[src/rtl/spi_hold_frontend.sv]
module spi_hold_frontend #(
  parameter int W = 8
) (
  input  logic                 clk,
  input  logic                 rst_n,
  input  logic                 sck_i,
  input  logic                 cs_n_i,
  input  logic                 sdi_i,
  input  logic                 hold_n_i,
  output logic                 sdo_o,
  output logic                 sdo_oe_o,
  output logic                 rx_valid_o,
  output logic [W-1:0]         rx_byte_o,
  output logic [$clog2(W)-1:0] bit_cnt_o,
  output logic                 tx_req_o,
  input  logic                 tx_load_i,
  input  logic [W-1:0]         tx_byte_i,
  output logic                 desel_o,
  output logic                 desel_aligned_o
);
  localparam int CW = $clog2(W);
  localparam logic [CW-1:0] LAST = CW'(W - 1);

  logic [1:0] sck_m, cs_m, sdi_m, hold_m;
  logic sck_d, cs_d;

  always_ff @(posedge clk or negedge rst_n) begin
    if (!rst_n) begin
      sck_m  <= '0;
      cs_m   <= '0;
      sdi_m  <= '0;
      hold_m <= '1;
      sck_d  <= 1'b0;
      cs_d   <= 1'b0;
    end else begin
      sck_m  <= {sck_m[0], sck_i};
      cs_m   <= {cs_m[0], cs_n_i};
      sdi_m  <= {sdi_m[0], sdi_i};
      hold_m <= {hold_m[0], hold_n_i};
      sck_d  <= sck_m[1];
      cs_d   <= cs_m[1];
    end
  end

  logic sck_s, cs_s, sdi_s, holdn_s;
  assign sck_s   = sck_m[1];
  assign cs_s    = cs_m[1];
  assign sdi_s   = sdi_m[1];
  assign holdn_s = hold_m[1];

  logic rise, fall, cs_fall, cs_rise;
  assign rise    = sck_s & ~sck_d;
  assign fall    = ~sck_s & sck_d;
  assign cs_fall = ~cs_s & cs_d;
  assign cs_rise = cs_s & ~cs_d;

  logic armed, hold_q, sel, act;
  assign sel = ~cs_s & (armed | cs_fall);
  assign act = sel & ~hold_q;

  always_ff @(posedge clk or negedge rst_n) begin
    if (!rst_n)       armed <= 1'b0;
    else if (cs_fall) armed <= 1'b1;
  end

  always_ff @(posedge clk or negedge rst_n) begin
    if (!rst_n)      hold_q <= 1'b0;
    else if (!sel)   hold_q <= 1'b0;
    else if (!sck_s) hold_q <= ~holdn_s;
  end

  logic [W-1:0]  rx_sh;
  logic [CW-1:0] bit_cnt_q;

  always_ff @(posedge clk or negedge rst_n) begin
    if (!rst_n) begin
      rx_sh      <= '0;
      bit_cnt_q  <= '0;
      rx_valid_o <= 1'b0;
      rx_byte_o  <= '0;
    end else begin
      rx_valid_o <= 1'b0;
      if (!sel) begin
        rx_sh     <= '0;
        bit_cnt_q <= '0;
      end else if (act && rise) begin
        rx_sh     <= {rx_sh[W-2:0], sdi_s};
        bit_cnt_q <= (bit_cnt_q == LAST) ? '0 : bit_cnt_q + 1'b1;
        if (bit_cnt_q == LAST) begin
          rx_valid_o <= 1'b1;
          rx_byte_o  <= {rx_sh[W-2:0], sdi_s};
        end
      end
    end
  end

  assign bit_cnt_o = bit_cnt_q;
  assign tx_req_o  = rx_valid_o;

  always_ff @(posedge clk or negedge rst_n) begin
    if (!rst_n) begin
      desel_o         <= 1'b0;
      desel_aligned_o <= 1'b0;
    end else begin
      desel_o         <= cs_rise & armed;
      desel_aligned_o <= cs_rise & armed & (bit_cnt_q == '0);
    end
  end

  logic [W-1:0] tx_buf, tx_sh;
  logic tx_pend, tx_act, out_bit;

  always_ff @(posedge clk or negedge rst_n) begin
    if (!rst_n) begin
      tx_buf  <= '0;
      tx_sh   <= '0;
      tx_pend <= 1'b0;
      tx_act  <= 1'b0;
      out_bit <= 1'b0;
    end else if (!sel) begin
      tx_sh   <= '0;
      tx_pend <= 1'b0;
      tx_act  <= 1'b0;
      out_bit <= 1'b0;
    end else begin
      if (act && fall) begin
        if (tx_pend) begin
          out_bit <= tx_buf[W-1];
          tx_sh   <= {tx_buf[W-2:0], 1'b0};
          tx_pend <= 1'b0;
          tx_act  <= 1'b1;
        end else if (tx_act) begin
          out_bit <= tx_sh[W-1];
          tx_sh   <= {tx_sh[W-2:0], 1'b0};
        end
      end
      if (tx_load_i) begin
        tx_buf  <= tx_byte_i;
        tx_pend <= 1'b1;
      end
    end
  end

  assign sdo_o    = out_bit;
  assign sdo_oe_o = act & tx_act;


  byte_wrap_chk: assert property (@(posedge clk) disable iff (!rst_n)
    rx_valid_o |-> (bit_cnt_q == '0) && ($past(bit_cnt_q) == LAST));


  lockout_chk: assert property (@(posedge clk) disable iff (!rst_n)
    !armed |-> (bit_cnt_q == '0) && !rx_valid_o && !tx_act);


  hold_enter_chk: assert property (@(posedge clk) disable iff (!rst_n)
    $rose(hold_q) |-> $past(!sck_s));


  hold_leave_chk: assert property (@(posedge clk) disable iff (!rst_n)
    ($fell(hold_q) && $past(sel)) |-> $past(!sck_s));


  hold_freeze_chk: assert property (@(posedge clk) disable iff (!rst_n)
    (hold_q && $past(hold_q) && sel && $past(sel)) |-> ($stable(bit_cnt_q) && $stable(rx_sh) && $stable(tx_sh)));


  out_on_fall_chk: assert property (@(posedge clk) disable iff (!rst_n)
    (sdo_oe_o && $past(sdo_oe_o) && (sdo_o != $past(sdo_o))) |-> $past(fall));


  desel_edge_chk: assert property (@(posedge clk) disable iff (!rst_n)
    desel_o |-> ($past(cs_s) && $past(!cs_d)));
endmodule

[config.mk]
export PLATFORM = sky130hd
export DESIGN_NAME = spi_hold_frontend
export DESIGN_NICKNAME = d
export VERILOG_FILES = /design/src/rtl/spi_hold_frontend.sv
export SDC_FILE = /design/constraint.sdc
export NUM_CORES = 1
export LEC_CHECK = 0
export BUFFER_PORTS_ARGS = -buffer_cell sky130_fd_sc_hd__buf_2
export CORE_AREA = 2 2 94 96
export DETAILED_ROUTE_END_ITERATION = 8
export DIE_AREA = 0 0 96 98
export GPL_ROUTABILITY_DRIVEN = 0
export RECOVER_POWER = 100
export SYNTH_ARGS = -nofsm -noshare
export SYNTH_HDL_FRONTEND = slang
export SYNTH_SLANG_ARGS = --single-unit
[constraint.sdc]
create_clock -name clk -period 3.6 [get_ports clk]
set_clock_uncertainty 0.15 [all_clocks]
set_input_delay 0.36 -clock clk [delete_from_list [all_inputs] [get_ports clk]]
set_output_delay 0.36 -clock clk [all_outputs]
set_load 0.05 [all_outputs]
==> impl_results.md <==
- Dpl cells: 289
- Synth unique cells: 34
- Port bufs: 31
- Die Wd: 96 microns
- Sequential-to-total area share from yosys stat: 62.6%
- Initial antenna violation count: 0
- Number of global-route vias before repair: 1333
- CP endpoint kind: primary output
- Main synth FF type: dfrtp_1
- Number of vias per cell: 4.21
- Post-layout min period: 2540 ps
- Total Routing Usage GR: 8.93%
- Final Max Slew Viols: 0
- Syn_nets: 174
- Post-synth EDFFs: 0
- Wirelength, routed: 3840 microns
- Max_cap viols: 0
- Post-Route Setup TNS: 0 ps
- Hold WC Path Type: primary input to flip-flop
- I/O Pins: 32
- Filler cells: 893
- Diodes inserted: 0
- First-pass iteration count of the detailed router: 3
- DP HPWL: 2670 microns
- Clk pin slew, worst setup/hold paths: 90 ps
- Cell Rows: 34
- DR vias: 1271
- WHS Endpoint: tx_buf[7]
- Most frequent cells in the layout: dfrtp_1, clkbuf_1, mux2_2
- Starting DRT DRC Count: 36
- Ys async rst share: 100%
- Area of the core: 8470 sq um
- Clock tree buffer depth: 2
- Critical Path Start Type: flip-flop
- Hold-fix buffers, CTS: 4
- R2R depth: 3
- Flop-to-flop setup slack: 1330 ps
- Critical path launch point: cs_m[1]
- Status: finished, final reports clean
- Finished Layout Cells: 302
- Cts repair resizes: 0
- Final layout net count: 211
- YS warnings: 0
- # DRC: 0
- Layout cells sized above 1: 21.6%
- Actual slew at the worst max-slew pin: 1050 ps
- Worst Path Required: 3090 ps
- R2R Path End: rx_byte_o[1]
- GRT overflow: 0
- Hold Crit Start: tx_byte_i[7]
- Clk sink count: 51
- CTS tree: done
- Total setup buffers inserted after CTS: 0
- Setup CP Type: flip-flop to primary output
- Height of the chip: 98 microns
- Syn_area_per_cell: 13.1 sq um
- Synth-to-Final Area Change: 17.3%
- Clock latency on the worst-skew pair: 300 ps
- Die area: 9410 sq um
- Hold Fails Final Rpt: 0
- VDD IR max: 124 uV
- CTS H-tree depth: 2
- Post-Synthesis Cells: 156
- Final setup fails: 0
- Worst r2r src: cs_m[1]
- Max_slew headroom: 30.0%
- WL/cell: 12.7 microns
- Peak Freq: 393 MHz
- RSZ-0062 raised after global routing: no
- Starting Density: 24.1%
- #FFs+latches synth: 51
- Total CTS buffers: 5
- Pin count of the biggest net entering global routing: 34
- PwrDens: 435 nW/um^2
- CTS Root Cell: clkbuf_8
- Final Cycle Share: 70.6%
- Worst-path fanout max: 14
- Commonest non-fill, non-tap cell in the layout: dfrtp_1
- Worst Path Arrival: 2030 ps
- Mapped Area: 2040 sq um
- Final core area utilization: 28.3%
- LEAKAGE: 0.00108 uW
- Hold path depth: 2
- Post-route ant nets: 0
- Place WS: 1710 ps
- Final WS setup: 1060 ps
- First-pass GRT wire length: 6500 microns
-- sequential cells by signal (all words and copies together) (netlist names) --
name,flops
armed,1
bit_cnt_o,3
cs_d,1
cs_m,2
desel_aligned_o,1
desel_o,1
hold_m,2
hold_q,1
rx_byte_o,8
rx_sh,7
rx_valid_o,1
sck_d,1
sck_m,2
sdi_m,2
sdo_o,1
tx_act,1
tx_buf,8
tx_pend,1
tx_sh,7
-- critical path, cell delays in order, from the launching register on --
cell and delay (ps):
dfrtp_1 430, o21bai_1 170, clkbuf_1 290, nor3b_1 350, clkbuf_1 500
-- per-stage QoR --
stage / power [uW] / hold WS (ps) / instance area, sq um
floorplan: 695 / -85.6 / 2040
global placement: 730 / 171 / 2310
detailed placement: 733 / 183 / 2310
CTS: 1060 / 7.69 / 2430
global route: 1090 / 123 / 2400
finish: 1040 / 134 / 2400
-- power by group --
part	internal [uW]	leakage [uW]	switching [uW]
clock	134	0.0000477	188
sequential	602	0.000657	20.9
combinational	41.2	0.000377	55.9
-- cell families after synthesis --
logic type                 synth area share, %
DFF                                       62.6
and+or+nand+nor                           11.9
AOI/OAI and AO/OA                         7.96
muxes                                     12.2
buffers and inverters                     3.49
adders and majority gates                 1.84
-- layout make-up --
class | count | area, sq um | share of cell area [%]
clock inverter | 3 | 15.0 | 0.626
clock buffer | 5 | 68.8 | 2.87
timing repair buffer | 39 | 199 | 8.30
multi-input combinational | 90 | 678 | 28.3
tap | 108 | 135 | 5.64
sequential | 51 | 1280 | 53.3
inverter | 6 | 22.5 | 0.939
-- how the worst max path moves through the flow --
stage | to | depth (start not counted)
2_1_floorplan | sdo_oe_o | 3
3_3_place_gp | sdo_oe_o | 4
3_5_place_dp | rx_byte_o[1] | 3
4_1_cts | sdo_oe_o | 4
5_1_grt | sdo_oe_o | 4
6_report | sdo_oe_o | 4
-- metal layers --
metal | part of all wire [%] | track usage, % | up-vias
met1 | 47 | 11.6 | 626
met2 | 46 | 13.5 | 24
met5 | 0 | 0 | -
met4 | 0.94 | 3.30 | 0
met3 | 5.5 | 3.32 | 4
li1 | - | - | 617
-- synthesized netlist by cell type (3+ instances only) --
| library cell | number | share of area (%) |
|---|---|---|
| a211oi_1 | 7 | 2.6 |
| a21oi_1 | 8 | 2.0 |
| buf_2 | 5 | 1.2 |
| dfrtp_1 | 49 | 60 |
| ha_1 | 3 | 1.8 |
| inv_1 | 6 | 1.1 |
| mux2_2 | 16 | 8.8 |
| mux2i_1 | 7 | 3.4 |
| nand2_1 | 8 | 1.5 |
| nand3_1 | 7 | 1.7 |
| nand3b_1 | 6 | 2.2 |
| nor2b_1 | 3 | 0.92 |
| o21ai_0 | 3 | 0.73 |
| o31ai_1 | 3 | 1.1 |
Note: power is estimated with default switching activity, not from simulation.
